File: src/rtl/lsr_pkg.sv
package lsr_pkg;

  localparam int STATUS_W   = 8;
  localparam int ERR_CNT    = 4;

  // Bit positions of the status byte; the host driver decodes these.
  localparam int BIT_DR     = 0;
  localparam int BIT_ERR_LO = 1;
  localparam int BIT_THRE   = 5;
  localparam int BIT_TEMT   = 6;
  localparam int BIT_SPARE  = 7;

  // Order of the error vector: overrun, parity, framing, break.
  localparam int ERR_OE = 0;
  localparam int ERR_PE = 1;
  localparam int ERR_FE = 2;
  localparam int ERR_BI = 3;

  typedef struct packed {
    logic               setDr;
    logic               clrDr;
    logic [ERR_CNT-1:0] errSet;
    logic               clrErr;
    logic               setThre;
    logic               clrThre;
    logic               temtNext;
  } lsrStrobe_t;

endpackage

File: src/rtl/lsr_control.sv
module lsr_control
  import lsr_pkg::*;
#(
  parameter bit RBR_READ_RESCUES = 1'b1
) (
  input  logic       clk,
  input  logic       rstN,
  input  logic       rxWordLoad,
  input  logic       rxParityErr,
  input  logic       rxFrameErr,
  input  logic       rxBreak,
  input  logic       txHoldEmpty,
  input  logic       txShiftEmpty,
  input  logic       rdLineStat,
  input  logic       rdRxBuf,
  input  logic       rdIntId,
  input  logic       wrTxHold,
  input  logic       drNow,
  output lsrStrobe_t strb
);

  logic holdPrev;
  logic holdRise;
  logic overrun;

  // Previous holding-empty level; reset matches the reset value of the flag.
  always_ff @(posedge clk or negedge rstN) begin
    if (!rstN) holdPrev <= 1'b1;
    else       holdPrev <= txHoldEmpty;
  end

  assign holdRise = txHoldEmpty && !holdPrev;

  generate
    if (RBR_READ_RESCUES) begin : g_rescue
      assign overrun = rxWordLoad && drNow && !rdRxBuf;
    end else begin : g_strict
      assign overrun = rxWordLoad && drNow;
    end
  endgenerate

  always_comb begin
    strb                = '0;
    strb.setDr          = rxWordLoad;
    strb.clrDr          = rdRxBuf;
    strb.errSet[ERR_OE] = overrun;
    strb.errSet[ERR_PE] = rxParityErr;
    strb.errSet[ERR_FE] = rxFrameErr;
    strb.errSet[ERR_BI] = rxBreak;
    strb.clrErr         = rdLineStat;
    strb.setThre        = holdRise;
    strb.clrThre        = rdIntId || wrTxHold;
    strb.temtNext       = txHoldEmpty && txShiftEmpty;
  end

  // an overrun strobe never fires without a word load.
  p_ovr_needs_load_r3: assert property (@(posedge clk) disable iff (!rstN)
    strb.errSet[ERR_OE] |-> rxWordLoad);

  // the holding-empty set strobe only on a low-to-high change.
  p_thre_rise_r6: assert property (@(posedge clk) disable iff (!rstN)
    strb.setThre |=> !strb.setThre);

endmodule

File: src/rtl/lsr_datapath.sv
module lsr_datapath
  import lsr_pkg::*;
(
  input  logic                clk,
  input  logic                rstN,
  input  lsrStrobe_t          strb,
  input  logic                enRxDataIrq,
  input  logic                enLineStatIrq,
  input  logic                enTxEmptyIrq,
  output logic                drNow,
  output logic [STATUS_W-1:0] lineStatus,
  output logic                irqRxData,
  output logic                irqLineStat,
  output logic                irqTxEmpty
);

  logic               drFlag;
  logic [ERR_CNT-1:0] errFlags;
  logic               threFlag;
  logic               temtFlag;

  always_ff @(posedge clk or negedge rstN) begin
    if (!rstN)           drFlag <= 1'b0;
    else if (strb.setDr) drFlag <= 1'b1;
    else if (strb.clrDr) drFlag <= 1'b0;
  end

  genvar g;
  generate
    for (g = 0; g < ERR_CNT; g++) begin : g_err
      always_ff @(posedge clk or negedge rstN) begin
        if (!rstN)                errFlags[g] <= 1'b0;
        else if (strb.errSet[g])  errFlags[g] <= 1'b1;
        else if (strb.clrErr)     errFlags[g] <= 1'b0;
      end
    end
  endgenerate

  always_ff @(posedge clk or negedge rstN) begin
    if (!rstN)             threFlag <= 1'b1;
    else if (strb.setThre) threFlag <= 1'b1;
    else if (strb.clrThre) threFlag <= 1'b0;
  end

  always_ff @(posedge clk or negedge rstN) begin
    if (!rstN) temtFlag <= 1'b1;
    else       temtFlag <= strb.temtNext;
  end

  always_comb begin
    lineStatus                                 = '0;
    lineStatus[BIT_DR]                         = drFlag;
    lineStatus[BIT_ERR_LO +: ERR_CNT]          = errFlags;
    lineStatus[BIT_THRE]                       = threFlag;
    lineStatus[BIT_TEMT]                       = temtFlag;
    lineStatus[BIT_SPARE]                      = 1'b0;
  end

  assign drNow       = drFlag;
  assign irqRxData   = drFlag && enRxDataIrq;
  assign irqLineStat = (|errFlags) && enLineStatIrq;
  assign irqTxEmpty  = threFlag && enTxEmptyIrq;

  // a load strobe always leaves data ready set.
  p_dr_set_r2: assert property (@(posedge clk) disable iff (!rstN)
    strb.setDr |=> lineStatus[BIT_DR]);

  // a status read with no parity pulse leaves the parity bit clear.
  p_pe_clear_r4: assert property (@(posedge clk) disable iff (!rstN)
    (strb.clrErr && !strb.errSet[ERR_PE]) |=> !lineStatus[BIT_ERR_LO + ERR_PE]);

  // a break pulse wins over a same-cycle status read.
  p_bi_set_r5: assert property (@(posedge clk) disable iff (!rstN)
    strb.errSet[ERR_BI] |=> lineStatus[BIT_ERR_LO + ERR_BI]);

  // a clearing access with no rise leaves holding-empty clear.
  p_thre_clear_r6: assert property (@(posedge clk) disable iff (!rstN)
    (strb.clrThre && !strb.setThre) |=> !lineStatus[BIT_THRE]);

endmodule

File: src/rtl/uart_line_status.sv
module uart_line_status
  import lsr_pkg::*;
#(
  parameter bit RBR_READ_RESCUES = 1'b1
) (
  input  logic                clk,
  input  logic                rstN,
  input  logic                rxWordLoad,
  input  logic                rxParityErr,
  input  logic                rxFrameErr,
  input  logic                rxBreak,
  input  logic                txHoldEmpty,
  input  logic                txShiftEmpty,
  input  logic                rdLineStat,
  input  logic                rdRxBuf,
  input  logic                rdIntId,
  input  logic                wrTxHold,
  input  logic                enRxDataIrq,
  input  logic                enLineStatIrq,
  input  logic                enTxEmptyIrq,
  output logic [STATUS_W-1:0] lineStatus,
  output logic                irqRxData,
  output logic                irqLineStat,
  output logic                irqTxEmpty
);

  lsrStrobe_t strb;
  logic       drNow;

  lsr_control #(
    .RBR_READ_RESCUES(RBR_READ_RESCUES)
  ) u_control (
    .clk         (clk),
    .rstN        (rstN),
    .rxWordLoad  (rxWordLoad),
    .rxParityErr (rxParityErr),
    .rxFrameErr  (rxFrameErr),
    .rxBreak     (rxBreak),
    .txHoldEmpty (txHoldEmpty),
    .txShiftEmpty(txShiftEmpty),
    .rdLineStat  (rdLineStat),
    .rdRxBuf     (rdRxBuf),
    .rdIntId     (rdIntId),
    .wrTxHold    (wrTxHold),
    .drNow       (drNow),
    .strb        (strb)
  );

  lsr_datapath u_datapath (
    .clk          (clk),
    .rstN         (rstN),
    .strb         (strb),
    .enRxDataIrq  (enRxDataIrq),
    .enLineStatIrq(enLineStatIrq),
    .enTxEmptyIrq (enTxEmptyIrq),
    .drNow        (drNow),
    .lineStatus   (lineStatus),
    .irqRxData    (irqRxData),
    .irqLineStat  (irqLineStat),
    .irqTxEmpty   (irqTxEmpty)
  );

  // transmitter-empty follows both transmit levels one edge later.
  p_temt_set_r7: assert property (@(posedge clk) disable iff (!rstN)
    (txHoldEmpty && txShiftEmpty) |=> lineStatus[BIT_TEMT]);
  p_temt_clr_r7: assert property (@(posedge clk) disable iff (!rstN)
    !(txHoldEmpty && txShiftEmpty) |=> !lineStatus[BIT_TEMT]);

  // receive request never without data ready and its enable.
  p_rx_irq_r9: assert property (@(posedge clk) disable iff (!rstN)
    irqRxData |-> (lineStatus[BIT_DR] && enRxDataIrq));

  // line status request never without its enable.
  p_ls_irq_r10: assert property (@(posedge clk) disable iff (!rstN)
    irqLineStat |-> enLineStatIrq);

  // the spare bit stays low.
  p_spare_zero_r8: assert property (@(posedge clk) disable iff (!rstN)
    !lineStatus[BIT_SPARE]);

endmodule

File: config.mk
export PLATFORM = sky130hd
export DESIGN_NAME = uart_line_status
export DESIGN_NICKNAME = d
export VERILOG_FILES = /design/src/rtl/lsr_pkg.sv /design/src/rtl/lsr_control.sv /design/src/rtl/lsr_datapath.sv /design/src/rtl/uart_line_status.sv
export SDC_FILE = /design/constraint.sdc
export NUM_CORES = 1
export LEC_CHECK = 0
export BUFFER_PORTS_ARGS = -buffer_cell sky130_fd_sc_hd__buf_4
export CAP_MARGIN = 10
export CELL_PAD_IN_SITES_DETAIL_PLACEMENT = 1
export CELL_PAD_IN_SITES_GLOBAL_PLACEMENT = 2
export CORE_ASPECT_RATIO = 1.1
export CORE_MARGIN = 5
export CORE_UTILIZATION = 19
export DETAILED_ROUTE_END_ITERATION = 12
export PLACE_DENSITY_LB_ADDON = 0.1
export SYNTH_ARGS = -nofsm -noshare
export SYNTH_HDL_FRONTEND = slang
export SYNTH_SLANG_ARGS = --single-unit
File: constraint.sdc
create_clock -name clk -period 1.2 [get_ports clk]
set_input_delay 0 -clock clk [delete_from_list [all_inputs] [get_ports clk]]
set_output_delay 0 -clock clk [all_outputs]
set_load 0.05 [all_outputs]
* Word-level counts from Yosys, hierarchy flattened
Cells that the tools add are included.
Word-level totals: flip-flop bits (word level) 8, bits of input ports 15, output and inout port bits 11, word-level logic and storage cells 34
Cells by class: multiplexer cells 9, reduce and logical (&&, ||, !) cells 17
Operators by type and width (number):
- $reduce_bool A2 Y1 | 6
- $mux W1 | 9
- $logic_and A1 B1 Y1 | 7
- $reduce_or A4 Y1 | 1
- $logic_not A1 Y1 | 2
- $logic_or A1 B1 Y1 | 1

* Depth between registers and ports, before layout
Gate-level depths: netlist of run 1.
word-level depth 3, mapped depth 2, gate-level depth less buffers 2

* By module
Synthesis of run 1 repeated with hierarchy kept, for this count alone.
Unflattened totals: cell total of the unflattened synthesis 37, area total of the unflattened synthesis 406.6 µm²
By module, submodules not included:
- lsr_datapath | times used 1, cells an instance 24, area each 292.8 µm², seq. area each 177.7 µm²
- lsr_control | times used 1, cells an instance 13, area each 113.9 µm², seq. area each 26.3 µm²

* Worst setup path after synthesis of run 1
OpenSTA, ideal clock, no wires.
path kind register -> output, start register u_datapath.errFlags[1], in the netlist u_datapath.lineStatus[2], end output irqLineStat, arrival time 1.244 ns, required time 1.200 ns, path slack -0.044 ns, stages on the path, launching flop included 2, buffers on the path 0, cell sequence dfrtp_1 o41a_1
Between the ends: word-level cells in the longest chain between the ends 2
Ends and longest elaborated chain:
- start: declaration | RTL line lsr_datapath.sv:18 | logic [ERR_CNT-1:0] errFlags;
- start signal: indexed assignment | RTL line lsr_datapath.sv:32 | if (!rstN) errFlags[g] <= 1'b0;
- start signal: indexed assignment | RTL line lsr_datapath.sv:33 | else if (strb.errSet[g]) errFlags[g] <= 1'b1;
- start signal: indexed assignment | RTL line lsr_datapath.sv:34 | else if (strb.clrErr) errFlags[g] <= 1'b0;
- $reduce_or A4 Y1 | RTL line lsr_datapath.sv:61 | assign irqLineStat = (|errFlags) && enLineStatIrq;
- $logic_and A1 B1 Y1 | RTL line lsr_datapath.sv:61
- end: declaration | RTL line uart_line_status.sv:23 | output logic irqLineStat,
Every way passes these cells.

* Worst setup path after layout of run 1
Same ends and word-level chain as after synthesis.

==> results of run 1 <==
## cells in the mapped netlist
cell,n,area share [%]
o32ai_1,1,2.6
dfstp_2,3,24
a32o_1,1,3.0
dfrtp_1,5,38
inv_1,4,4.5
buf_4,4,9.0
a21o_2,1,2.6
and2_1,3,5.6
conb_1,1,1.1
a21o_1,3,6.8
o41a_1,1,3.4
## what timing repair did
action,in CTS,in global routing
buffers inserted,2,0
hold buffers,9,0
gates resized for setup,2,0
endpoints found under the setup margin,1,1
endpoints found under the hold margin,15,0
gates cloned,0,0
## cell usage in the layout (no fill, tap or decap)
cell / netlist / routed
buf_8: 0 / 1
clkbuf_1: 0 / 1
a21o_2: 1 / 1
o32ai_1: 1 / 1
dlygate4sd3_1: 0 / 9
conb_1: 1 / 1
dfrtp_1: 5 / 4
dfstp_2: 3 / 3
dfrtp_2: 0 / 1
a32o_1: 1 / 1
a21o_1: 3 / 3
buf_4: 4 / 25
o41a_4: 0 / 1
clkbuf_4: 0 / 3
inv_1: 4 / 4
and2_1: 3 / 3
## state kept, by name (all words and copies together), names as in the netlist
signal and count:
u_control.holdPrev 1, u_datapath.drNow 1, u_datapath.lineStatus 4, u_datapath.temtFlag 1, u_datapath.threFlag 1
## path summary, 6_finish.rpt
kind	startpoint	end	depth (start not counted)
max	u_datapath.lineStatus[2]$_DFFE_PN0P_	irqLineStat	2
min	rdRxBuf	u_datapath.drNow$_DFFE_PN0P_	3
max reg2reg	u_datapath.threFlag$_DFFE_PN1P_	u_datapath.threFlag$_DFFE_PN1P_	2
min reg2reg	u_datapath.threFlag$_DFFE_PN1P_	u_datapath.threFlag$_DFFE_PN1P_	2
max in group asynchronous	rstN	u_control.holdPrev$_DFF_PN1_	2
min in group asynchronous	rstN	u_datapath.lineStatus[2]$_DFFE_PN0P_	2
## routing by layer
metal | wire length [um] | part of all wire [%]
met1 | 409 | 42
met3 | 102 | 11
met2 | 453 | 47
met4 | 0 | 0
met5 | 0 | 0
## worst register-to-register path, cell delays in order (launching register included)
cell and delay, ps:
dfstp_2 530, inv_1 40, o32ai_1 260
## stage by stage
| step | hold WS (ps) | setup WS, ps | power, uW | setup TNS (ps) |
|---|---|---|---|---|
| 3_5_place_dp | -178 | 123 | 511 | 0 |
| 2_1_floorplan | -296 | 25.5 | 436 | 0 |
| 4_1_cts | 61.4 | -114 | 767 | -114 |
| 5_1_grt | 81.2 | -135 | 796 | -135 |
| 6_report | 68.8 | -99.0 | 746 | -99.0 |
| 3_3_place_gp | -177 | 136 | 506 | 0 |
## power by group
group          leakage, uW  switching [uW]  internal, uW
Combinational     0.000228             129           103
Sequential       0.0000864            14.2           293
Clock            0.0000150            80.4           126
Total             0.000329             224           523
## cells by family (layout without fill, tap and decap cells)
| logic type | count (synthesis) | after routing |
|---|---|---|
| AOI/OAI and AO/OA | 7 | 7 |
| and+or+nand+nor | 3 | 3 |
| other | 1 | 1 |
| DFF | 8 | 8 |
| buffers and inverters | 8 | 43 |
## layout make-up
class	instances	share of cell area, %
inverter	4	2.29
sequential	8	31.4
timing repair buffer	35	44.7
clock buffer	4	4.02
multi-input combinational	11	14.3
tap	17	3.25
==> results_dict.tcl, run 1 <==
set metrics [dict create \
    core-area_sq_mm 0.00161 \
    hp-class "in2reg" \
    die_h_um 53.9 \
    worstSetupPathType "reg2out" \
    powerDensity_mw_per_mm2 1140 \
    fin_area_sq_um 654 \
    drv_cap 0 \
    cts_tree "yes" \
    final_antenna_net_count 0 \
    grtUsageMet3_pct 4.99 \
    path_buf_inv 1 \
    gr-usage-all-layers_pct 8.58 \
    drc 0 \
    nFillCells 185 \
    vias 313 \
    fin_crit_sh_pct 108 \
    path_cells "o41a_4 > buf_8" \
    grt_pass1_vias 389 \
    synth_warnings 0 \
    clk_pin_slew_worst_paths_ps 60 \
    violations "negative setup slack" \
    dieArea_sq_mm 0.00269 \
    routabilityCongestion 0.674 \
    synth-adder-area-share_pct 0 \
    ys_ff_latch 8 \
    grt_pass1_wl_um 1750 \
    numCtsBuffers 3 \
    avgRoutedWirePerCell_um 12.2 \
    synthCells 27 \
    worst-r2r-setup-slack_ps 270 \
    start_kind "register" \
    postPlaceCellArea_sq_um 515 \
    worstPathArrival_ps 1300 \
    dp.cells 64 \
    syn_nets 42 \
    fin_cells 79 \
    p_leak_uw 0.000329 \
    synth_area_sq_um 333 \
    seq_area_sq_um 205 \
    routed_wl_um 964 \
    endpoint_kind "primary output" \
    port-buffer-count 24 \
    synth_simple_gate_area_share_pct 5.64 \
    ys_types 11 \
    hold_viol 0 \
    die_w_um 49.9 \
    row_count 15 \
    synth.area.mux_share_pct 0 \
    synth_compound_area_share_pct 18.4 \
    crit_required_ps 1200 \
    setup_ws_ps -99.0 \
    grt.overflow.total 0 \
    fin_util_pct 40.5 \
    first_iter_violations 3 \
    antenna_found_initial 0 \
    met1_usage_pct 9.63 \
    fin_nets 78 \
    pin_count 26 \
    drv_slew 0 \
    grt_max_degree 9 \
    diodes 0 \
    clkSinkCount 8 \
    syn_area_per_cell_sq_um 12.3 \
    slowest_delay_ps 490 \
    initial_utilization_pct 20.6 \
    crit_slowest_cell "o41a_4" \
    cts-root-buf "clkbuf_4" \
    drive_gt1_share_pct 56.5 \
    finalSetupViolCount 1 \
    multi_input_area_sq_um 93.8 \
    yosysSeqAreaShare_pct 61.3 \
    cp_max_fo 2 \
    fmaxAchievable_ghz 0.770 \
    synth_xor_area_share_pct 0 \
    peakVddDrop_mv 0.612 \
    status "finished, violations left" \
    cts_max_path_buffers 2 \
    critPathTopFamily "compound AO/OA/AOI/OAI gates" \
    grt.busiest_layer "met2" \
    grtUsageMet2_pct 14.4 \
    synth_top_family_by_area "compound AO/OA/AOI/OAI gates" \
    min_period_ps 1300 \
    rsz0062_at_grt "yes" \
    vias_per_cell 3.96 \
    area_growth_pct 96.6 \
    dr.pass1.iters 2 \
    cts_max_level 1 \
    worst_clock_skew_ps 6.82 \
    clk_latency_ps 240 \
]
Power figures use the tool's default switching activity.
==> inputs of run 2 (changes only) <==
- CORE_UTILIZATION: 19 -> 21
- SYNTH_HIERARCHICAL: unset -> 1
==> results_dict.tcl, run 2 <==
set metrics [dict create \
    pin_count 26 \
    synth_edf_count 0 \
    vias_per_cell 3.65 \
    first_iter_violations 0 \
    avgRoutedWirePerCell_um 11.5 \
    crit_slowest_cell "o41a_4" \
    cts_max_level 1 \
    postPlaceCellArea_sq_um 542 \
    min_period_ps 1300 \
    dieArea_sq_mm 0.00292 \
    path_depth 2 \
    yosysSeqAreaShare_pct 50.2 \
    wl_met2_um 575 \
    row_count 16 \
    hold_viol 0 \
    routed_wl_um 1030 \
    violations "negative setup slack" \
    ys_ff_latch 8 \
    endpoint_kind "primary output" \
    ys.flop_type "dfrtp_1" \
    clk_pin_slew_worst_paths_ps 60 \
    fin_crit_sh_pct 109 \
    clkSinkCount 8 \
    finalSetupViolCount 1 \
    gr-usage-all-layers_pct 8.02 \
    routabilityCongestion 0.601 \
    dr_wl_met3_um 137 \
    die_h_um 56.2 \
    antenna_found_initial 0 \
    pre_cts_ws_ps 133 \
    core-area_sq_mm 0.00182 \
    cp_max_fo 2 \
    path_cells "o41a_4 > buf_8" \
    synth_top_cell_by_area "dfrtp_1" \
    crit_required_ps 1200 \
    critPathTopFamily "compound AO/OA/AOI/OAI gates" \
    grt.overflow.total 0 \
    largest_reg_flops 4 \
    status "finished, violations left" \
    final_common_cell "buf_4" \
    grt_pass1_wl_um 1690 \
    rsz0062_at_grt "yes" \
    clk_latency_ps 250 \
    multi_input_area_sq_um 111 \
    drv_cap 0 \
    fin_setup_tns_ps -104 \
    synth_area_leaders "dfrtp_1 31%, buf_4 22%, dfstp_2 19%" \
    cts_tree "yes" \
    routed.top_layer "met3" \
    synth_top_area_share_pct 30.8 \
    fin_area_sq_um 661 \
    area_growth_pct 62.5 \
    slowest_delay_ps 500 \
    drc 0 \
    synthCells 37 \
    vias 325 \
    peakVddDrop_mv 0.746 \
    fmaxAchievable_ghz 0.767 \
    port-buffer-count 24 \
    seq_area_sq_um 205 \
    cts-root-buf "clkbuf_4" \
    worstSetupPathType "reg2out" \
    path_buf_inv 1 \
    diodes 0 \
    initial_utilization_pct 22.3 \
    powerDensity_mw_per_mm2 1140 \
    cts_max_path_buffers 2 \
    numCtsBuffers 3 \
    synthTopCellsByCount "12 x buf_4, 5 x a21o_1, 5 x dfrtp_1" \
    worst_clock_skew_ps 5.03 \
    wl_met1_um 314 \
    synth_warnings 6 \
    final_cell_mix "25 x buf_4, 7 x dlygate4sd3_1, 5 x a21o_1" \
    drv_slew 0 \
    synthArstFlopShare_pct 100 \
    fin_nets 78 \
    drive_gt1_share_pct 56.5 \
    start_kind "register" \
    setup_ws_ps -104 \
    synth_most_common_cell "buf_4" \
    dp.cells 76 \
    r2r_cells 2 \
    syn_area_per_cell_sq_um 11.0 \
    holdPathStages 3 \
    fin_cells 89 \
    worstPathArrival_ps 1300 \
    final_antenna_net_count 0 \
    die_w_um 52.0 \
    synth_area_sq_um 407 \
    syn_nets 52 \
    grt_max_degree 9 \
    p_leak_uw 0.000345 \
    grt_pass1_vias 398 \
    ys_types 12 \
    dr.pass1.iters 1 \
    hp-class "in2reg" \
    nFillCells 205 \
]
## run 2: layer usage
metal  vias to the layer above  GRT usage (%)
met5                         -              0
met4                         0           2.25
met3                         0           5.90
met2                        18           14.9
met1                       154           6.19
li1                        153              -
## run 2: worst reg2reg max path, stage by stage, from the launching register on
cell and delay, ps:
dfrtp_2 410, buf_4 130, a21o_2 190
## run 2: final cells by class
| cell class | count | share of cell area [%] |
|---|---|---|
| inverters | 3 | 1.70 |
| flip-flops and latches | 8 | 31.1 |
| multi-input cells | 14 | 16.9 |
| clock buffers | 4 | 3.98 |
| well taps | 27 | 5.11 |
| repair buffers | 33 | 41.3 |
## run 2: where the power goes
part / total (uW) / switching, uW / internal (uW)
clock network: 222 / 94.5 / 127
logic: 228 / 128 / 99.5
registers: 306 / 13.1 / 293
total: 756 / 236 / 520
## run 2: path summary, 6_finish.rpt
| kind | from | end | slack [ps] |
|---|---|---|---|
| max in group asynchronous | rstN | u_datapath/temtFlag$_DFF_PN1_ | 880 |
| min reg2reg | u_datapath/lineStatus[4]$_DFFE_PN0P_ | u_datapath/lineStatus[4]$_DFFE_PN0P_ | 530 |
| max reg2reg | u_datapath/lineStatus[2]$_DFFE_PN0P_ | u_datapath/lineStatus[2]$_DFFE_PN0P_ | 360 |
| max | u_datapath/lineStatus[3]$_DFFE_PN0P_ | irqLineStat | -100 |
| min | rdRxBuf | u_datapath/drNow$_DFFE_PN0P_ | 30 |
| min in group asynchronous | rstN | u_datapath/lineStatus[2]$_DFFE_PN0P_ | 100 |
## run 2: repair_timing
item	4_1_cts	5_1_grt
gates resized for setup	2	0
setup endpoints to repair	1	1
pin swaps	1	0
endpoints found under the hold margin	14	0
setup buffers	2	0
hold buffers	7	0
## run 2: cell families after synthesis
| group | synth area share (%) |
|---|---|
| DFF | 50.2 |
| buffers and inverters | 24.9 |
| AOI/OAI and AO/OA | 14.2 |
| and+or+nand+nor | 9.85 |
| other | 0.922 |
## run 2: per-stage QoR
stage / utilization [%] / hold slack (ps) / power, uW
after floorplan: - / -296 / 456
after global placement: 29.7 / -176 / 507
after detailed placement: 29.7 / -173 / 513
after CTS: 36.3 / 24.1 / 773
after global routing: 36.3 / 45.7 / 795
final: 36.3 / 30.9 / 756
==> inputs of run 3 (changes only) <==
- ABC_AREA: unset -> 1
==> results_dict.tcl, run 3 <==
set metrics [dict create \
    dr.pass1.iters 2 \
    drive_gt1_share_pct 42.7 \
    final_common_cell "buf_4" \
    synth_area_leaders "dfrtp_1 29%, buf_4 21%, dfstp_2 19%" \
    p_leak_uw 0.000376 \
    grt.overflow.total 0 \
    powerDensity_mw_per_mm2 1100 \
    postPlaceCellArea_sq_um 562 \
    clk_latency_ps 260 \
    grt_max_degree 9 \
    synth.area.mux_share_pct 0 \
    synthTopCellsByCount "12 x buf_4, 11 x inv_1, 6 x o21bai_1" \
    finalSetupViolCount 0 \
    drv_slew 0 \
    die_w_um 52.9 \
    path_cells "nor2_1 > a21oi_4 > buf_4" \
    cts_tree "yes" \
    synth_edf_count 0 \
    fin_area_sq_um 701 \
    hold_viol 0 \
    synth_simple_gate_area_share_pct 8.53 \
    crit_required_ps 1200 \
    synthCells 48 \
    syn_nets 63 \
    hp-class "in2async" \
    fin_setup_tns_ps 0 \
    endpoint_kind "primary output" \
    synth_most_common_cell "buf_4" \
    worst_clock_skew_ps 15.3 \
    worstPathArrival_ps 1120 \
    avgRoutedWirePerCell_um 9.85 \
    synth_area_sq_um 425 \
    dr_wl_met3_um 116 \
    synth_compound_area_share_pct 11.8 \
    synth_xor_area_share_pct 0 \
    start_kind "register" \
    vias 355 \
    wl_met1_um 419 \
    initial_utilization_pct 21.5 \
    vias_per_cell 3.45 \
    clkSinkCount 8 \
    ys_types 10 \
    antenna_found_initial 0 \
    row_count 17 \
    fin_nets 91 \
    worstSetupPathType "reg2out" \
    slowest_delay_ps 390 \
    routed_wl_um 1020 \
    synth-adder-area-share_pct 0 \
    numCtsBuffers 3 \
    critPathTopFamily "flip-flops" \
    routabilityCongestion 0.613 \
    cts_max_path_buffers 2 \
    final_cell_mix "24 x buf_4, 11 x dlygate4sd3_1, 11 x inv_1" \
    drc 0 \
    cts_max_level 1 \
    pin_count 26 \
    power_uw 769 \
    dieArea_sq_mm 0.00303 \
    grt_pass1_vias 401 \
    ys.flop_type "dfrtp_1" \
    first_iter_violations 2 \
    clk_pin_slew_worst_paths_ps 70 \
    drv_cap 0 \
    final_antenna_net_count 0 \
    min_period_ps 1120 \
    wl_met2_um 479 \
    synthArstFlopShare_pct 100 \
    yosysSeqAreaShare_pct 47.9 \
    core-area_sq_mm 0.00198 \
    rsz0062_at_grt "no" \
    cp_max_fo 3 \
    syn_area_per_cell_sq_um 8.86 \
    synth_top_family_by_area "buffers and inverters" \
    ys_ff_latch 8 \
    peakVddDrop_mv 0.490 \
    diodes 0 \
    area_growth_pct 64.7 \
    synth_warnings 6 \
    fmaxAchievable_ghz 0.892 \
    grt_pass1_wl_um 1680 \
    crit_slowest_cell "dfrtp_1" \
    synth_top_cell_by_area "dfrtp_1" \
    post_cts_buffers 0 \
    gr-usage-all-layers_pct 7.58 \
    cts-root-buf "clkbuf_4" \
    routed.top_layer "met3" \
    port-buffer-count 24 \
    whs_ps 103 \
    synth_top_area_share_pct 29.4 \
    die_h_um 57.2 \
    fin_crit_sh_pct 93.4 \
    status "completed" \
    path_buf_inv 1 \
    dpl.hpwl_um 723 \
    largest_reg_flops 4 \
]
run 3: changes by cell type in the layout (fill, tap and decap cells not counted), moves of 3 or more:
cell	previous run	this run
dlygate4sd3_1	7	11
and2_1	3	0
a21o_1	5	0
o21bai_1	0	6
nor2_1	0	3
inv_1	3	11
nand2_1	0	4
run 3: power by group:
part,switching [uW],leakage [uW],internal (uW)
registers,13.7,0.0000871,293
clock network,103,0.0000150,128
logic,135,0.000274,97.8
run 3: kinds of logic (layout without fill, tap and decap cells):
| family | count (synthesis) | in the layout |
|---|---|---|
| AOI/OAI and AO/OA | 7 | 7 |
| other | 1 | 1 |
| buffers and inverters | 23 | 50 |
| DFF | 8 | 8 |
| and+or+nand+nor | 9 | 9 |
run 3: what timing repair did:
action / 4_1_cts / 5_1_grt
setup endpoints to repair: 0 / 2
gates resized for setup: 0 / 1
endpoints found under the hold margin: 16 / 0
hold buffers: 12 / 0
run 3: worst paths after layout:
path	start	to	slack, ps	cells after the start
min in group clk	enRxDataIrq	irqRxData	340	4
max in group asynchronous	rstN	u_datapath/threFlag$_DFFE_PN1P_	870	2
worst min-delay path	rstN	u_datapath/lineStatus[3]$_DFFE_PN0P_	100	2
worst max register to register	u_datapath/threFlag$_DFFE_PN1P_	u_datapath/threFlag$_DFFE_PN1P_	450	2
worst max-delay path	u_datapath/lineStatus[2]$_DFFE_PN0P_	irqLineStat	80	3
worst min register to register	u_datapath/threFlag$_DFFE_PN1P_	u_datapath/threFlag$_DFFE_PN1P_	470	2
run 3: final cells by class:
cell class                      instances  area [sq um]
Clock buffer                            4          26.3
Fill cell                             232          1280
Inverter                               11          41.3
Multi-Input combinational cell         17           104
Sequential cell                         8           204
Tap cell                               28          35.0
Timing Repair Buffer                   35           290
run 3: metrics by stage:
stage	utilization [%]	setup slack (ps)	std cells
after floorplan	-	58.8	48
after global placement	28.4	363	88
after detailed placement	28.4	357	88
after CTS	35.8	15.4	104
after global routing	35.4	2.66	103
final	35.4	79.1	103
run 3: worst register-to-register path: stages, from the launching register on:
cell	delay [ps]
dfstp_2	530
inv_1	40
o21bai_1	110
run 3: metal layers:
metal  vias to the layer above  track usage (%)
met1                       159             8.64
met3                         0             2.87
met5                         -                0
met4                         0             4.38
li1                        180                -
met2                        16             11.9
